<file path="src/rtl/cec_filt_pkg.sv">
package cec_filt_pkg;
    localparam int NUM_SLOTS = 3;
    localparam int ADDR_W    = 4;
    localparam int DATA_W    = 8;
    localparam int SEL_W     = 2;
    localparam int EN_LSB    = 4;
    localparam int SLOTS_PER_REG = DATA_W / ADDR_W;
    localparam logic [ADDR_W-1:0] BCAST_ADDR = '1;

    typedef struct packed {
        logic [NUM_SLOTS-1:0]             en;
        logic [NUM_SLOTS-1:0][ADDR_W-1:0] addr;
    } slot_cfg_t;

    typedef struct packed {
        logic accept;
        logic ack;
    } decision_t;
endpackage

</file>
<file path="src/rtl/cec_filt_regs.sv">
module cec_filt_regs
    import cec_filt_pkg::*;
(
    input  logic              clk,
    input  logic              rst_n,
    input  logic              we,
    input  logic [SEL_W-1:0]  sel,
    input  logic [DATA_W-1:0] wdata,
    output logic [DATA_W-1:0] rdata,
    output slot_cfg_t         cfg
);
    slot_cfg_t cfg_d, cfg_q;

    always_comb begin
        cfg_d = cfg_q;
        if (we) begin
            if (sel == SEL_W'(0)) begin
                cfg_d.en = wdata[EN_LSB +: NUM_SLOTS];
            end
            for (int i = 0; i < NUM_SLOTS; i++) begin
                if (sel == SEL_W'(i / SLOTS_PER_REG + 1)) begin
                    cfg_d.addr[i] = wdata[(i % SLOTS_PER_REG) * ADDR_W +: ADDR_W];
                end
            end
        end
    end

    always_comb begin
        rdata = '0;
        if (sel == SEL_W'(0)) begin
            rdata[EN_LSB +: NUM_SLOTS] = cfg_q.en;
        end
        for (int i = 0; i < NUM_SLOTS; i++) begin
            if (sel == SEL_W'(i / SLOTS_PER_REG + 1)) begin
                rdata[(i % SLOTS_PER_REG) * ADDR_W +: ADDR_W] = cfg_q.addr[i];
            end
        end
    end

    always_ff @(posedge clk or negedge rst_n) begin
        if (!rst_n) cfg_q <= '0;
        else        cfg_q <= cfg_d;
    end

    assign cfg = cfg_q;
endmodule

</file>
<file path="src/rtl/cec_filt_match.sv">
module cec_filt_match
    import cec_filt_pkg::*;
(
    input  slot_cfg_t         cfg,
    input  logic [ADDR_W-1:0] dest,
    output logic              hit,
    output logic              bcast
);
    logic [NUM_SLOTS-1:0] slot_hit;

    for (genvar g = 0; g < NUM_SLOTS; g++) begin : g_slot
        assign slot_hit[g] = cfg.en[g] && (cfg.addr[g] == dest);
    end

    assign bcast = (dest == BCAST_ADDR);
    assign hit   = |slot_hit;
endmodule

</file>
<file path="src/rtl/cec_addr_filter.sv">
module cec_addr_filter
    import cec_filt_pkg::*;
(
    input  logic              clk,
    input  logic              rst_n,
    input  logic              cfg_we,
    input  logic [SEL_W-1:0]  cfg_sel,
    input  logic [DATA_W-1:0] cfg_wdata,
    output logic [DATA_W-1:0] cfg_rdata,
    input  logic              hdr_valid,
    input  logic [DATA_W-1:0] hdr_byte,
    input  logic              frame_end,
    output logic              frm_accept,
    output logic              frm_ack_req
);
    slot_cfg_t            cfg;
    logic                 hit;
    logic                 bcast;
    logic [NUM_SLOTS-1:0] slot_en;
    decision_t            dec_d, dec_q;

    cec_filt_regs u_regs (
        .clk   (clk),
        .rst_n (rst_n),
        .we    (cfg_we),
        .sel   (cfg_sel),
        .wdata (cfg_wdata),
        .rdata (cfg_rdata),
        .cfg   (cfg)
    );

    cec_filt_match u_match (
        .cfg   (cfg),
        .dest  (hdr_byte[ADDR_W-1:0]),
        .hit   (hit),
        .bcast (bcast)
    );

    assign slot_en = cfg.en;

    always_comb begin
        dec_d = dec_q;
        if (hdr_valid) begin
            dec_d.accept = hit || bcast;
            dec_d.ack    = hit && !bcast;
        end else if (frame_end) begin
            dec_d = '0;
        end
    end

    always_ff @(posedge clk or negedge rst_n) begin
        if (!rst_n) dec_q <= '0;
        else        dec_q <= dec_d;
    end

    assign frm_accept  = dec_q.accept;
    assign frm_ack_req = dec_q.ack;
endmodule

</file>
<file path="config.mk">
export PLATFORM = sky130hd
export DESIGN_NAME = cec_addr_filter
export DESIGN_NICKNAME = d
export VERILOG_FILES = /design/src/rtl/cec_filt_pkg.sv /design/src/rtl/cec_filt_regs.sv /design/src/rtl/cec_filt_match.sv /design/src/rtl/cec_addr_filter.sv
export SDC_FILE = /design/constraint.sdc
export NUM_CORES = 1
export LEC_CHECK = 0
export BUFFER_PORTS_ARGS = -buffer_cell sky130_fd_sc_hd__buf_4
export CAP_MARGIN = 10
export CELL_PAD_IN_SITES_DETAIL_PLACEMENT = 1
export CELL_PAD_IN_SITES_GLOBAL_PLACEMENT = 2
export CORE_UTILIZATION = 32
export CTS_CLUSTER_SIZE = 30
export DETAILED_ROUTE_END_ITERATION = 16
export PLACE_DENSITY = 0.86
export SLEW_MARGIN = 10
export SYNTH_ARGS = -nofsm -noshare
export SYNTH_HDL_FRONTEND = slang
export SYNTH_SLANG_ARGS = --single-unit
</file>
<file path="constraint.sdc">
create_clock -name clk -period 2.3 [get_ports clk]
set_clock_uncertainty 0.15 [all_clocks]
set_input_delay 0.46 -clock clk [delete_from_list [all_inputs] [get_ports clk]]
set_output_delay 0.46 -clock clk [all_outputs]
set_load 0.01 [all_outputs]
</file>
# Word level (Yosys, flattened, before mapping)
# Cells that the tools add are included.
# W data, S select, Z words.
[classes]
add_sub_neg = 0
mul = 0
div_mod_pow = 0
order_cmp = 0
eq_ne = 6
shift = 0
n_mux = 6
n_bitwise = 0
n_reduce_logical = 12
[ops]
columns = ["operator", "n"]
rows = [
  ["$eq A4 B4 Y1", 3],
  ["$mux W4", 3],
  ["$reduce_and A2 Y1", 3],
  ["$eq A4 B4 Y1 const B", 1],
  ["$logic_and A1 B1 Y1", 4],
  ["$mux W2", 2],
  ["$mux W3", 1],
  ["$reduce_or A3 Y1", 1],
  ["$eq A2 B1 Y1 const B", 1],
  ["$eq A2 B2 Y1 const B", 1],
  ["$logic_not A2 Y1", 1],
  ["$reduce_bool A2 Y1", 1],
  ["$logic_not A1 Y1", 1],
  ["$logic_or A1 B1 Y1", 1],
]
[word_totals]
regBits = 17
latch_bits = 0
ram_bits = 0
rom_bits = 0
input_bits = 23
output_inout_bits = 10
wordCells = 30
mem_count = 0

# Logic depth before layout (Yosys ltp)
# Gate-level depths: netlist of the first run.
[depth]
word_depth = 5
mapped_depth = 4
ltp_nobuf = 4

# By module
# Synthesis of the first run repeated with hierarchy kept, for this count alone.
[unflattened]
cells_unflattened = 75
hier_area_um2 = 924.6
[by_module_without_submodules]
columns = ["module", "n_inst", "cells_each", "area_each_um2", "seq_area_each_um2"]
rows = [
  ["cec_filt_regs", 1, 47, 690.7, 375.4],
  ["cec_filt_match", 1, 20, 150.1, 0.0],
  ["cec_addr_filter", 1, 8, 83.8, 50.0],
]

# Worst setup path before layout of the first run
# No wires, ideal clock.
[synth_path]
path_type = "input to output"
startpoint = "in cfg_sel[0]"
endpoint = "out cfg_rdata[0]"
arrival_time_ns = 1.060
required_time_ns = 1.690
path_slack_ns = 0.630
stages = 3
n_path_buf = 1
path_cell_list = "buf_4 -> and2b_2 -> a22o_1"
[synth_via]
elab_chain_cells = 3
elab_cells_between_ends = 4
[synth_lines]
columns = ["item", "line_no", "rtl"]
rows = [
  ["start, declared", "cec_addr_filter.sv:7", "input logic [SEL_W-1:0] cfg_sel,"],
  ["$eq A2 B1 Y1", "cec_filt_regs.sv:34", "if (sel == SEL_W'(i / SLOTS_PER_REG + 1)) begin"],
  ["$mux W4", "cec_filt_regs.sv:34", ""],
  ["$mux W4 *", "cec_filt_regs.sv:34", ""],
  ["end, declared", "cec_addr_filter.sv:9", "output logic [DATA_W-1:0] cfg_rdata,"],
]
# Every way passes the cells marked *; elsewhere a longest branch is shown, timed or not.

# Worst setup path in the final report of the first run
[layout_path]
startpoint = "in cfg_sel[0]"
endpoint = "out cfg_rdata[1]"
# The elaborated chain is that of the path after synthesis.

==> flow_summary.html, run 1 <==
<table>
<tr><th>Metric</th><th>Value</th></tr>
<tr><th colspan="2">Worst setup path</th></tr>
<tr><td>Type of origin of the critical path</td><td>input pin</td></tr>
<tr><td>CP Cell Sequence</td><td>buf_4 &gt; and2b_2 &gt; a22o_1 &gt; buf_4</td></tr>
<tr><td>Cell repeated most along the worst path</td><td>sky130_fd_sc_hd__buf_4</td></tr>
<tr><td>Top delay family on crit path</td><td>buffers and inverters</td></tr>
<tr><td>CP endpoint kind</td><td>primary output</td></tr>
<tr><td>Critical setup path kind</td><td>in -&gt; out</td></tr>
<tr><td>Endpoint required time on the critical path</td><td>1.69 ns</td></tr>
<tr><td>Buffers plus inverters on the worst setup path</td><td>2</td></tr>
<tr><td>Slowest cell delay on critical path</td><td>0.26 ns</td></tr>
<tr><td>WP data arrival</td><td>1.23 ns</td></tr>
<tr><td>CP max stage cell</td><td>sky130_fd_sc_hd__and2b_2</td></tr>
<tr><td>Highest net fanout along the worst path</td><td>6</td></tr>
<tr><th colspan="2">Power</th></tr>
<tr><td>Max VDD drop</td><td>402 uV</td></tr>
<tr><td>PwrDens</td><td>656 nW/um^2</td></tr>
<tr><td>Leakage power</td><td>0.000544 uW</td></tr>
<tr><td>Clk pwr share</td><td>20.3%</td></tr>
<tr><td>Switching Fraction</td><td>30.1%</td></tr>
<tr><td>Net switching power</td><td>237 uW</td></tr>
<tr><td>Comb pwr share</td><td>28.1%</td></tr>
<tr><td>Cell Int Power</td><td>549 uW</td></tr>
<tr><td>Reg power frac</td><td>51.5%</td></tr>
<tr><th colspan="2">Layout</th></tr>
<tr><td>Finished Cell Area</td><td>1200 sq um</td></tr>
<tr><td>Nets</td><td>131</td></tr>
<tr><td>Area Growth Syn to Fin</td><td>30.4%</td></tr>
<tr><td>Antenna diode count</td><td>0</td></tr>
<tr><td>Share of final-layout standard cells stronger than drive strength 1</td><td>36.4%</td></tr>
<tr><th colspan="2">Yosys</th></tr>
<tr><td>Synthesized netlist net count</td><td>98</td></tr>
<tr><td>Top cell type's share of synthesized area</td><td>46.3%</td></tr>
<tr><td>Portion of the post-synthesis area used by sequential elements</td><td>46.3%</td></tr>
<tr><td>Count of warnings emitted by yosys</td><td>0</td></tr>
<tr><td>Number of enable-type register cells in the synthesized netlist</td><td>0</td></tr>
<tr><td>Top flip-flop cell by instance count after synthesis</td><td>sky130_fd_sc_hd__dfrtp_1</td></tr>
<tr><td>Async set or reset register ratio after synthesis</td><td>100%</td></tr>
<tr><td>Synthesized area</td><td>918 sq um</td></tr>
<tr><td>Yosys top cell by area</td><td>sky130_fd_sc_hd__dfrtp_1</td></tr>
<tr><td>Post-synthesis instance total</td><td>75</td></tr>
<tr><td>Area contributors post-synth</td><td>sky130_fd_sc_hd__dfrtp_1 46%, sky130_fd_sc_hd__mux2_1 15%, sky130_fd_sc_hd__xnor2_1 8.6%, sky130_fd_sc_hd__a22o_1 3.8%, sky130_fd_sc_hd__mux2_2 3.7%</td></tr>
<tr><td>Mean instance size in the synthesized netlist</td><td>12.2 sq um</td></tr>
<tr><td>Synthesis-stage register bit count</td><td>17</td></tr>
<tr><td>Number of different library cells in the post-synthesis netlist</td><td>24</td></tr>
<tr><th colspan="2">Floorplan</th></tr>
<tr><td>Core Box Area</td><td>2730 sq um</td></tr>
<tr><td>Effective utilization at floorplan</td><td>33.6%</td></tr>
<tr><td>I/O pin count</td><td>33</td></tr>
<tr><td>Die height</td><td>55.6 microns</td></tr>
<tr><td>Area of the die</td><td>3090 sq um</td></tr>
<tr><td>Row cnt</td><td>19</td></tr>
<tr><td>Die span in x</td><td>55.6 microns</td></tr>
<tr><th colspan="2">Placement</th></tr>
<tr><td># port buffers</td><td>28</td></tr>
<tr><td>Routability Congestion</td><td>0.730</td></tr>
<tr><td>Detailed placement HPWL</td><td>1.65 mm</td></tr>
<tr><td>Post-Place Cell Area</td><td>1160 sq um</td></tr>
<tr><th colspan="2">Clock tree</th></tr>
<tr><td>Clock tree from TritonCTS</td><td>yes</td></tr>
<tr><td>Cell at the root of the clock tree</td><td>sky130_fd_sc_hd__clkbuf_4</td></tr>
<tr><td>H-Tree Level Count</td><td>1</td></tr>
<tr><td>Clock buffers created by TritonCTS</td><td>3</td></tr>
<tr><td>Total number of clock tree sinks</td><td>17</td></tr>
<tr><td>Insertion delay of the later-clocked pin in the worst-skew pair</td><td>0.28 ns</td></tr>
<tr><td>Clock slew seen by the registers of the worst setup and hold paths</td><td>0.10 ns</td></tr>
<tr><td>Maximum count of clock buffers along a single path</td><td>2</td></tr>
<tr><th colspan="2">STA</th></tr>
<tr><td>Total of endpoints with negative setup slack in the final report</td><td>0</td></tr>
<tr><td>Number of endpoints with negative hold slack in the final report</td><td>0</td></tr>
<tr><td>Worst slew slack as a fraction of its limit</td><td>78.7%</td></tr>
<tr><td>Worst slew pin tran</td><td>0.317 ns</td></tr>
<tr><td>Time the worst path needs with I/O delays and setup</td><td>1.84 ns</td></tr>
<tr><td>Unrepaired setup endpoints after global routing</td><td>no</td></tr>
<tr><td>Final Max Slew Viols</td><td>0</td></tr>
<tr><td>TNS Setup</td><td>0 ns</td></tr>
<tr><td>Fin crit share</td><td>80.0%</td></tr>
<tr><td>Maximum frequency from static timing analysis</td><td>544 MHz</td></tr>
<tr><th colspan="2">Route</th></tr>
<tr><td>DR WL/cell</td><td>15.1 microns</td></tr>
<tr><td>DR vias/cell</td><td>5.07</td></tr>
<tr><td>Final Routed Wirelength</td><td>2.09 mm</td></tr>
<tr><td>Number of DRC violations after detailed routing</td><td>0</td></tr>
<tr><td>DRC violation total after the first TritonRoute iteration</td><td>5</td></tr>
<tr><td>Remaining antenna violation count after routing</td><td>0</td></tr>
<tr><td>Total iterations of the first detailed-routing run</td><td>4</td></tr>
<tr><td>Vias post-DR</td><td>699</td></tr>
<tr><th colspan="2">Global route</th></tr>
<tr><td>Antenna violations before repair</td><td>0</td></tr>
<tr><td>Vias in the first global route</td><td>784</td></tr>
<tr><td>Largest net degree at the start of global routing</td><td>18</td></tr>
<tr><td>Overall track demand over capacity in global routing</td><td>16.5%</td></tr>
<tr><td>Total overflow reported by the global router</td><td>0</td></tr>
<tr><td>First-pass GRT wire length</td><td>3.85 mm</td></tr>
<tr><th colspan="2">Hold path</th></tr>
<tr><td>Worst hold-check path type</td><td>in -&gt; reg</td></tr>
<tr><th colspan="2">Run status</th></tr>
<tr><td>Outcome</td><td>finished clean</td></tr>
<tr><th colspan="2">Flow run</th></tr>
<tr><td>Max-cap violations</td><td>0</td></tr>
</table>
## what timing repair did
item	CTS	global route
endpoints found under the hold margin	17	0
resized for setup	0	0
buffers inserted	0	0
hold buffers	1	0
## through the flow
step / util, % / hold slack (ns) / setup WS, ns / power [uW] / cells
CTS: 43.8 / 0.225 / 0.456 / 799 / 138
global route: 43.8 / 0.214 / 0.442 / 848 / 138
global placement: 42.4 / 0.182 / 0.475 / 626 / 133
detailed placement: 42.4 / 0.187 / 0.464 / 636 / 133
floorplan: - / 0.0144 / 0.630 / 531 / 75
finish: 43.8 / 0.229 / 0.461 / 786 / 138
## sequential cells by signal, indices dropped and copies added, names as in the netlist
name,cells
frm_accept,1
u_regs.cfg,15
frm_ack_req,1
## power groups by stage
stage | Clock (uW) | Combinational, uW | Sequential [uW]
6_report | 160 | 221 | 405
5_1_grt | 183 | 249 | 416
4_1_cts | 167 | 226 | 406
3_5_place_dp | 0 | 223 | 413
3_3_place_gp | 0 | 218 | 408
2_1_floorplan | 0 | 135 | 397
## placed cells by master, fill, tap and decap left out
master and count:
sky130_fd_sc_hd__a21oi_1 2, sky130_fd_sc_hd__a22o_1 4, sky130_fd_sc_hd__a31oi_1 1, sky130_fd_sc_hd__a41oi_1 1, sky130_fd_sc_hd__and2_1 1, sky130_fd_sc_hd__and2b_2 1, sky130_fd_sc_hd__buf_4 28, sky130_fd_sc_hd__clkbuf_4 3
sky130_fd_sc_hd__clkinv_2 1, sky130_fd_sc_hd__dfrtp_1 17, sky130_fd_sc_hd__dlygate4sd3_1 1, sky130_fd_sc_hd__inv_1 1, sky130_fd_sc_hd__mux2_1 12, sky130_fd_sc_hd__mux2_2 3, sky130_fd_sc_hd__mux2i_1 3, sky130_fd_sc_hd__nand2_1 3
sky130_fd_sc_hd__nand2_4 1, sky130_fd_sc_hd__nand3_1 3, sky130_fd_sc_hd__nand4_1 1, sky130_fd_sc_hd__nor2_1 3, sky130_fd_sc_hd__nor2b_4 1, sky130_fd_sc_hd__nor3_1 1, sky130_fd_sc_hd__nor3b_1 1, sky130_fd_sc_hd__nor3b_2 1
sky130_fd_sc_hd__o22a_1 1, sky130_fd_sc_hd__xnor2_1 9, sky130_fd_sc_hd__xor2_1 3
## cell type report
type                            count  area, sq um
Tap cell                           31         38.8
Clock inverter                      1         5.00
Sequential cell                    17          425
Clock buffer                        3         22.5
Inverter                            1         3.75
Timing Repair Buffer               29          220
Multi-Input combinational cell     56          482
Fill cell                         302         1540
## path summary, 6_finish.rpt
| path | slack [ns] | startpoint | cells past startpoint | to |
|---|---|---|---|---|
| worst max register to register | 0.95 | u_regs.cfg[9] | 4 | frm_accept |
| min in group asynchronous | 0.41 | rst_n | 2 | u_regs.cfg[7] |
| worst max-delay path | 0.46 | cfg_sel[0] | 4 | cfg_rdata[1] |
| worst min register to register | 0.40 | u_regs.cfg[11] | 1 | u_regs.cfg[11] |
| max in group asynchronous | 1.40 | rst_n | 2 | u_regs.cfg[0] |
| worst min-delay path | 0.23 | hdr_valid | 2 | frm_ack_req |
## per-layer routing
metal | share of wire (%) | vias up | GRT usage, % | wire (microns)
met3 | 5.1 | 2 | 3.26 | 107
met5 | 0 | - | 0 | 0
met1 | 44 | 343 | 21.0 | 921
li1 | - | 333 | - | -
met2 | 50 | 21 | 28.1 | 1050
met4 | 0.53 | 0 | 5.36 | 11
## Yosys cell counts (2+ instances only)
master	n
sky130_fd_sc_hd__mux2_2	3
sky130_fd_sc_hd__nand3_1	3
sky130_fd_sc_hd__dfrtp_1	17
sky130_fd_sc_hd__mux2_1	12
sky130_fd_sc_hd__mux2i_1	3
sky130_fd_sc_hd__nor2_1	3
sky130_fd_sc_hd__nand2_1	3
sky130_fd_sc_hd__xnor2_1	9
sky130_fd_sc_hd__xor2_1	3
sky130_fd_sc_hd__a21oi_1	2
sky130_fd_sc_hd__a22o_1	4
## logic make-up after synthesis
| kind of cell | share of synthesized area (%) |
|---|---|
| AO/OA/AOI/OAI | 7.49 |
| AND/OR/NAND/NOR | 11.9 |
| flip-flops | 46.3 |
| multiplexers | 21.7 |
| XOR/XNOR | 11.4 |
| buffers and inverters | 1.23 |
(Power assumes the default switching activity.)
==> run 2, diff against run 1 <==
CORE_UTILIZATION = 30   (was 32)
PLACE_DENSITY = 0.81   (was 0.86)
clock period = 1.8 ns   (was 2.3 ns; I/O delays follow)
==> run 2 against run 1 <==
Effect of this change:
- the run now ends with design-rule violations left
- combinational power up 29%
- total power up 29%
- cell area up 0.21%
- routed wire length up 0.77%
- largest power group unchanged
==> flow_summary.html, run 2 (same netlist as run 1, synthesis figures left out) <==
<table>
<tr><th>Metric</th><th>Value</th></tr>
<tr><th colspan="2">Worst setup path</th></tr>
<tr><td>Slowest cell delay on critical path</td><td>0.26 ns (about the same)</td></tr>
<tr><td>Endpoint required time on the critical path</td><td>1.29 ns (-0.40 ns)</td></tr>
<tr><td>Critical setup path kind</td><td>in -&gt; out</td></tr>
<tr><td>WP data arrival</td><td>1.13 ns (-0.10 ns)</td></tr>
<tr><td>Type of origin of the critical path</td><td>input pin</td></tr>
<tr><td>Cell repeated most along the worst path</td><td>sky130_fd_sc_hd__buf_4</td></tr>
<tr><td>Highest net fanout along the worst path</td><td>6 (unchanged)</td></tr>
<tr><td>Buffers plus inverters on the worst setup path</td><td>2 (unchanged)</td></tr>
<tr><td>CP Cell Sequence</td><td>buf_4 &gt; and2b_2 &gt; a22o_1 &gt; buf_4</td></tr>
<tr><td>CP endpoint kind</td><td>primary output</td></tr>
<tr><td>Top delay family on crit path</td><td>buffers and inverters</td></tr>
<tr><td>CP max stage cell</td><td>sky130_fd_sc_hd__and2b_2</td></tr>
<tr><th colspan="2">Layout</th></tr>
<tr><td>Flip-flop count of the largest register after layout</td><td>15 (unchanged)</td></tr>
<tr><td>Share of final-layout standard cells stronger than drive strength 1</td><td>36.4% (unchanged)</td></tr>
<tr><td>Nets</td><td>131 (unchanged)</td></tr>
<tr><td>Most common library cell in the layout ignoring fill and taps</td><td>sky130_fd_sc_hd__buf_4</td></tr>
<tr><td>Most used cells in the layout excluding fill and tap cells</td><td>28 x sky130_fd_sc_hd__buf_4, 17 x sky130_fd_sc_hd__dfrtp_1, 12 x sky130_fd_sc_hd__mux2_1</td></tr>
<tr><td>Area Growth Syn to Fin</td><td>30.7%</td></tr>
<tr><td>Antenna diode count</td><td>0 (unchanged)</td></tr>
<tr><th colspan="2">STA</th></tr>
<tr><td>Final Max Slew Viols</td><td>0 (unchanged)</td></tr>
<tr><td>Time the worst path needs with I/O delays and setup</td><td>1.64 ns</td></tr>
<tr><td>Number of endpoints with negative hold slack in the final report</td><td>0 (unchanged)</td></tr>
<tr><td>TNS Setup</td><td>0 ns (unchanged)</td></tr>
<tr><td>Worst slew pin tran</td><td>0.315 ns (-0.00238 ns)</td></tr>
<tr><td>Worst slew slack as a fraction of its limit</td><td>78.9% (+0.16 points)</td></tr>
<tr><td>Fin crit share</td><td>90.9%</td></tr>
<tr><td>Maximum frequency from static timing analysis</td><td>611 MHz</td></tr>
<tr><td>Total of endpoints with negative setup slack in the final report</td><td>0 (unchanged)</td></tr>
<tr><td>Unrepaired setup endpoints after global routing</td><td>no</td></tr>
<tr><th colspan="2">Route</th></tr>
<tr><td>DRC violation total after the first TritonRoute iteration</td><td>18 (+13)</td></tr>
<tr><td>Final Routed Wirelength</td><td>2.10 mm (+0.77%)</td></tr>
<tr><td>Total iterations of the first detailed-routing run</td><td>12 (+8)</td></tr>
<tr><td>Remaining antenna violation count after routing</td><td>0 (unchanged)</td></tr>
<tr><td>DR vias/cell</td><td>4.93 (-2.6%)</td></tr>
<tr><td>Vias post-DR</td><td>681 (-2.6%)</td></tr>
<tr><td>DR WL/cell</td><td>15.2 microns (+0.77%)</td></tr>
<tr><td>Number of DRC violations after detailed routing</td><td>2 (+2)</td></tr>
<tr><th colspan="2">Clock tree</th></tr>
<tr><td>Post-CTS Repair Setup Buffers</td><td>0 (unchanged)</td></tr>
<tr><td>Number of resized instances in the post-cts repair step</td><td>0 (unchanged)</td></tr>
<tr><td>Clock buffers created by TritonCTS</td><td>3 (unchanged)</td></tr>
<tr><td>Total number of clock tree sinks</td><td>17 (unchanged)</td></tr>
<tr><td>Insertion delay of the later-clocked pin in the worst-skew pair</td><td>0.30 ns (+0.02 ns)</td></tr>
<tr><td>Clock slew seen by the registers of the worst setup and hold paths</td><td>0.10 ns (about the same)</td></tr>
<tr><td>Maximum count of clock buffers along a single path</td><td>2 (unchanged)</td></tr>
<tr><td>H-Tree Level Count</td><td>1 (unchanged)</td></tr>
<tr><td>Clock tree from TritonCTS</td><td>yes</td></tr>
<tr><td>Cell at the root of the clock tree</td><td>sky130_fd_sc_hd__clkbuf_4</td></tr>
<tr><th colspan="2">Power</th></tr>
<tr><td>Max VDD drop</td><td>346 uV (-14%)</td></tr>
<tr><td>PwrDens</td><td>842 nW/um^2 (+28%)</td></tr>
<tr><td>Leakage power</td><td>0.000541 uW (-0.69%)</td></tr>
<tr><td>Design Power</td><td>1010 uW (+29%)</td></tr>
<tr><th colspan="2">Placement</th></tr>
<tr><td># port buffers</td><td>28 (unchanged)</td></tr>
<tr><td>Routability Congestion</td><td>0.761 (+4.3%)</td></tr>
<tr><td>Detailed placement HPWL</td><td>1.65 mm (about the same)</td></tr>
<tr><th colspan="2">Floorplan</th></tr>
<tr><td>I/O pin count</td><td>33 (unchanged)</td></tr>
<tr><td>Area of the die</td><td>3290 sq um (+6.4%)</td></tr>
<tr><td>Effective utilization at floorplan</td><td>32.5% (-1.1 points)</td></tr>
<tr><td>Die span in x</td><td>57.3 microns (+3.2%)</td></tr>
<tr><td>Die height</td><td>57.3 microns (+3.2%)</td></tr>
<tr><td>Row cnt</td><td>19 (unchanged)</td></tr>
<tr><td>Core Box Area</td><td>2830 sq um (+3.5%)</td></tr>
<tr><th colspan="2">Global route</th></tr>
<tr><td>GR met2 Demand/Resource</td><td>23.5% (-4.5 points)</td></tr>
<tr><td>Overall track demand over capacity in global routing</td><td>14.6% (-1.8 points)</td></tr>
<tr><td>Vias in the first global route</td><td>700 (-11%)</td></tr>
<tr><td>Total overflow reported by the global router</td><td>0 (unchanged)</td></tr>
<tr><td>Antenna violations before repair</td><td>0 (unchanged)</td></tr>
<tr><td>Grt peak-use layer</td><td>met2</td></tr>
<tr><td>Global routing usage on met1</td><td>18.9% (-2.0 points)</td></tr>
<tr><td>GRT met3 Usage</td><td>2.72% (-0.53 points)</td></tr>
<tr><td>Largest net degree at the start of global routing</td><td>18 (unchanged)</td></tr>
<tr><td>First-pass GRT wire length</td><td>3.48 mm (-9.7%)</td></tr>
<tr><th colspan="2">Flow run</th></tr>
<tr><td>Max-cap violations</td><td>0 (unchanged)</td></tr>
<tr><th colspan="2">Hold path</th></tr>
<tr><td>Worst hold-check path type</td><td>in -&gt; reg</td></tr>
<tr><th colspan="2">Run status</th></tr>
<tr><td>Violations in the final reports</td><td>design-rule violations</td></tr>
<tr><td>Outcome</td><td>finished with violations</td></tr>
</table>
==> run 2: changes by cell type in the layout (fill, tap and decap cells not counted) <==
| cell | previous run | this run |
|---|---|---|
| sky130_fd_sc_hd__clkinv_2 | 1 | 0 |
| sky130_fd_sc_hd__clkinvlp_4 | 0 | 1 |
==> run 2: per-layer routing <==
metal	share of wire, %	wire [microns]
met4	1.8	38
met5	0	0
met2	51	1070
met1	43	911
met3	4.1	86
==> run 2: metrics by stage <==
step           util (%)  hold WS (ns)  setup WS [ns]  area [sq um]  instances
2_1_floorplan         -       -0.0856          0.330           918         75
3_3_place_gp       41.0        0.0865          0.166          1160        133
3_5_place_dp       41.0        0.0905          0.160          1160        133
4_1_cts            42.4        0.0995          0.153          1200        138
5_1_grt            42.4        0.0965          0.135          1200        138
6_report           42.4         0.113          0.164          1200        138
==> run 2: final cells by class <==
class	count	area [sq um]
fillers	316	1630
multi-input cells	56	482
clock buffers	3	22.5
inverters	1	3.75
repair buffers	29	220
clock inverters	1	7.51
flip-flops and latches	17	425
well taps	31	38.8
==> run 2: final timing paths <==
| path | start | to | slack, ns | depth (start not counted) |
|---|---|---|---|---|
| hold reg to reg | u_regs.cfg[13] | u_regs.cfg[13] | 0.40 | 1 |
| setup reg to reg | u_regs.cfg[9] | frm_accept | 0.43 | 4 |
| max in group asynchronous | rst_n | u_regs.cfg[3] | 0.99 | 2 |
| hold / removal | cfg_wdata[7] | u_regs.cfg[7] | 0.11 | 2 |
| min in group asynchronous | rst_n | u_regs.cfg[12] | 0.32 | 2 |
| setup / recovery | cfg_sel[0] | cfg_rdata[0] | 0.16 | 4 |
==> run 2: where the power goes <==
group          internal (uW)  switching [uW]  total, uW
clock                   84.8             128        212
combinational            168             117        285
sequential               451            61.4        512
==> run 2: worst register-to-register path, delay by kind of cell, from the launching register on <==
kind,cells,cell delay [ns]
xor+xnor,1,0.16
simple gates,1,0.11
flops,1,0.42
compound gates,2,0.44
==> run 2: repair_timing <==
action,4_1_cts,5_1_grt
hold buffers,1,0
endpoints found under the hold margin,17,0
setup endpoints to repair,0,0
==> run 3, diff against run 2 <==
CORE_UTILIZATION = 32   (was 30)
PLACE_DENSITY = 0.86   (was 0.81)
clock period = 2 ns   (was 1.8 ns; I/O delays follow)
==> run 3 against run 2 <==
Effect of this change:
- the flow now finishes without violations
- sequential share of layout area is 0.074 points higher
- global-route usage increased by 1.6 points
- clock-buffer cell count unchanged
- cell area is 0.21% lower
- critical path depth is the same
- critical path type unchanged
==> flow_summary.html, run 3 (same netlist as run 1, synthesis figures left out) <==
<table>
<tr><th>Metric</th><th>Value</th></tr>
<tr><th colspan="2">Run status</th></tr>
<tr><td>Outcome</td><td>finished clean</td></tr>
<tr><th colspan="2">Floorplan</th></tr>
<tr><td>Row cnt</td><td>19 (unchanged)</td></tr>
<tr><td>Core Box Area</td><td>2730 sq um (-3.4%)</td></tr>
<tr><td>I/O pin count</td><td>33 (unchanged)</td></tr>
<tr><td>Effective utilization at floorplan</td><td>33.6% (+1.1 points)</td></tr>
<tr><td>Die span in x</td><td>55.6 microns (-3.1%)</td></tr>
<tr><td>Die height</td><td>55.6 microns (-3.1%)</td></tr>
<tr><td>Area of the die</td><td>3090 sq um (-6.0%)</td></tr>
<tr><th colspan="2">Route</th></tr>
<tr><td>Vias post-DR</td><td>690 (+1.3%)</td></tr>
<tr><td>Number of DRC violations after detailed routing</td><td>0 (-2)</td></tr>
<tr><td>Detailed-route wire length on metal 1</td><td>914 microns (+0.33%)</td></tr>
<tr><td>Top layer used by detailed routing</td><td>met4</td></tr>
<tr><td>Remaining antenna violation count after routing</td><td>0 (unchanged)</td></tr>
<tr><td>Final Routed Wirelength</td><td>2.06 mm (-1.9%)</td></tr>
<tr><td>DR vias/cell</td><td>5.00 (+1.3%)</td></tr>
<tr><td>DRC violation total after the first TritonRoute iteration</td><td>2 (-16)</td></tr>
<tr><td>Met3 wire length</td><td>96 microns (+12%)</td></tr>
<tr><td>DR WL/cell</td><td>14.9 microns (-1.9%)</td></tr>
<tr><td>Detail Route met2 WL</td><td>1.04 mm (-2.3%)</td></tr>
<tr><td>Total iterations of the first detailed-routing run</td><td>4 (-8)</td></tr>
<tr><th colspan="2">Worst setup path</th></tr>
<tr><td>Critical setup path kind</td><td>in -&gt; out</td></tr>
<tr><td>Type of origin of the critical path</td><td>input pin</td></tr>
<tr><td>Highest net fanout along the worst path</td><td>6 (unchanged)</td></tr>
<tr><td>Endpoint required time on the critical path</td><td>1.45 ns (+0.16 ns)</td></tr>
<tr><td>WP data arrival</td><td>1.16 ns (+0.03 ns)</td></tr>
<tr><td>CP endpoint kind</td><td>primary output</td></tr>
<tr><th colspan="2">Power</th></tr>
<tr><td>Max VDD drop</td><td>457 uV (+32%)</td></tr>
<tr><td>PwrDens</td><td>753 nW/um^2 (-11%)</td></tr>
<tr><td>Leakage power</td><td>0.000544 uW (+0.70%)</td></tr>
<tr><th colspan="2">Clock tree</th></tr>
<tr><td>Cell at the root of the clock tree</td><td>sky130_fd_sc_hd__clkbuf_4</td></tr>
<tr><td>Number of resized instances in the post-cts repair step</td><td>0 (unchanged)</td></tr>
<tr><td>H-Tree Level Count</td><td>1 (unchanged)</td></tr>
<tr><td>Total number of clock tree sinks</td><td>17 (unchanged)</td></tr>
<tr><td>Post-CTS Repair Setup Buffers</td><td>0 (unchanged)</td></tr>
<tr><td>Insertion delay of the later-clocked pin in the worst-skew pair</td><td>0.29 ns (about the same)</td></tr>
<tr><td>Maximum count of clock buffers along a single path</td><td>2 (unchanged)</td></tr>
<tr><td>Clock buffers created by TritonCTS</td><td>3 (unchanged)</td></tr>
<tr><td>Clock slew seen by the registers of the worst setup and hold paths</td><td>0.10 ns (about the same)</td></tr>
<tr><td>Clock tree from TritonCTS</td><td>yes</td></tr>
<tr><th colspan="2">Flow run</th></tr>
<tr><td>Max-cap violations</td><td>0 (unchanged)</td></tr>
<tr><th colspan="2">Layout</th></tr>
<tr><td>Flip-flop count of the largest register after layout</td><td>15 (unchanged)</td></tr>
<tr><td>Nets</td><td>131 (unchanged)</td></tr>
<tr><td>Antenna diode count</td><td>0 (unchanged)</td></tr>
<tr><td>Most used cells in the layout excluding fill and tap cells</td><td>28 x sky130_fd_sc_hd__buf_4, 17 x sky130_fd_sc_hd__dfrtp_1, 12 x sky130_fd_sc_hd__mux2_1</td></tr>
<tr><td>Area Growth Syn to Fin</td><td>30.4%</td></tr>
<tr><td>Final core area utilization</td><td>43.8% (+1.4 points)</td></tr>
<tr><td>Share of final-layout standard cells stronger than drive strength 1</td><td>36.4% (unchanged)</td></tr>
<tr><td>Most common library cell in the layout ignoring fill and taps</td><td>sky130_fd_sc_hd__buf_4</td></tr>
<tr><td>Layout Cells excl Fill</td><td>138 (unchanged)</td></tr>
<tr><td>Count of fill cells added during filler insertion</td><td>307 (-2.8%)</td></tr>
<tr><th colspan="2">Global route</th></tr>
<tr><td>Vias in the first global route</td><td>800 (+14%)</td></tr>
<tr><td>Overall track demand over capacity in global routing</td><td>16.3% (+1.6 points)</td></tr>
<tr><td>First-pass GRT wire length</td><td>3.84 mm (+10%)</td></tr>
<tr><td>Total overflow reported by the global router</td><td>0 (unchanged)</td></tr>
<tr><td>Antenna violations before repair</td><td>0 (unchanged)</td></tr>
<tr><td>Largest net degree at the start of global routing</td><td>18 (unchanged)</td></tr>
<tr><th colspan="2">Placement</th></tr>
<tr><td>Setup slack after placement</td><td>0.285 ns (+0.125 ns)</td></tr>
<tr><td>Routability Congestion</td><td>0.713 (-6.4%)</td></tr>
<tr><td>Inst Count DP</td><td>133 (unchanged)</td></tr>
<tr><td>Detailed placement HPWL</td><td>1.63 mm (-1.4%)</td></tr>
<tr><td># port buffers</td><td>28 (unchanged)</td></tr>
<tr><th colspan="2">STA</th></tr>
<tr><td>Total of endpoints with negative setup slack in the final report</td><td>0 (unchanged)</td></tr>
<tr><td>Final Max Slew Viols</td><td>0 (unchanged)</td></tr>
<tr><td>Crit path setup slack, layout</td><td>0.289 ns (+0.125 ns)</td></tr>
<tr><td>Number of endpoints with negative hold slack in the final report</td><td>0 (unchanged)</td></tr>
<tr><td>Unrepaired setup endpoints after global routing</td><td>no</td></tr>
<tr><td>TNS Setup</td><td>0 ns (unchanged)</td></tr>
<tr><td>Maximum frequency from static timing analysis</td><td>584 MHz</td></tr>
<tr><td>Time the worst path needs with I/O delays and setup</td><td>1.71 ns</td></tr>
<tr><td>Worst slew pin tran</td><td>0.322 ns (+0.00660 ns)</td></tr>
<tr><td>Fin crit share</td><td>85.6%</td></tr>
<tr><td>Worst slew slack as a fraction of its limit</td><td>78.5% (-0.44 points)</td></tr>
<tr><th colspan="2">Hold path</th></tr>
<tr><td>Worst hold-check path type</td><td>in -&gt; reg</td></tr>
</table>
[run 3: area by class of cell]
cell class	count	area (sq um)	share of cell area [%]
multi-input combinational	56	482	40.2
sequential	17	425	35.5
timing repair buffer	29	220	18.4
tap	31	38.8	3.24
clock buffer	3	22.5	1.88
clock inverter	1	5.00	0.418
inverter	1	3.75	0.313
[run 3: layer usage]
metal	track usage [%]	vias to the layer above
met3	3.26	2
met2	27.2	16
met4	6.43	0
met5	0	-
li1	-	334
met1	20.7	338
[run 3: what timing repair did]
action | in CTS | in global routing
endpoints found under the hold margin | 17 | 0
endpoints found under the setup margin | 0 | 0
hold buffers | 1 | 0
[run 3: stage by stage]
step	hold WS, ns	cell area [sq um]	power [uW]
after global routing	0.150	1200	974
after global placement	0.122	1160	719
after floorplan	-0.0456	918	611
final	0.169	1200	901
after detailed placement	0.127	1160	731
after CTS	0.154	1200	920
[run 3: path summary, 6_finish.rpt]
check / end / cells past startpoint / from / slack [ns]
worst max-delay path: cfg_rdata[1] / 4 / cfg_sel[0] / 0.29
worst min-delay path: u_regs.cfg[7] / 2 / cfg_wdata[7] / 0.17
worst max register to register: frm_accept / 4 / u_regs.cfg[6] / 0.64
worst min register to register: u_regs.cfg[11] / 1 / u_regs.cfg[11] / 0.39
max in group asynchronous: u_regs.cfg[9] / 2 / rst_n / 1.16
min in group asynchronous: u_regs.cfg[7] / 2 / rst_n / 0.34
[run 3: where the power goes]
group	switching, uW	total (uW)	internal [uW]	leakage (uW)
sequential	58.8	465	406	0.000203
combinational	104	255	151	0.000324
clock	107	181	74.3	0.0000177
[run 3: critical path, cell delays in order]
cell and delay, ns:
sky130_fd_sc_hd__buf_4 0.15, sky130_fd_sc_hd__and2b_2 0.26, sky130_fd_sc_hd__a22o_1 0.21, sky130_fd_sc_hd__buf_4 0.14
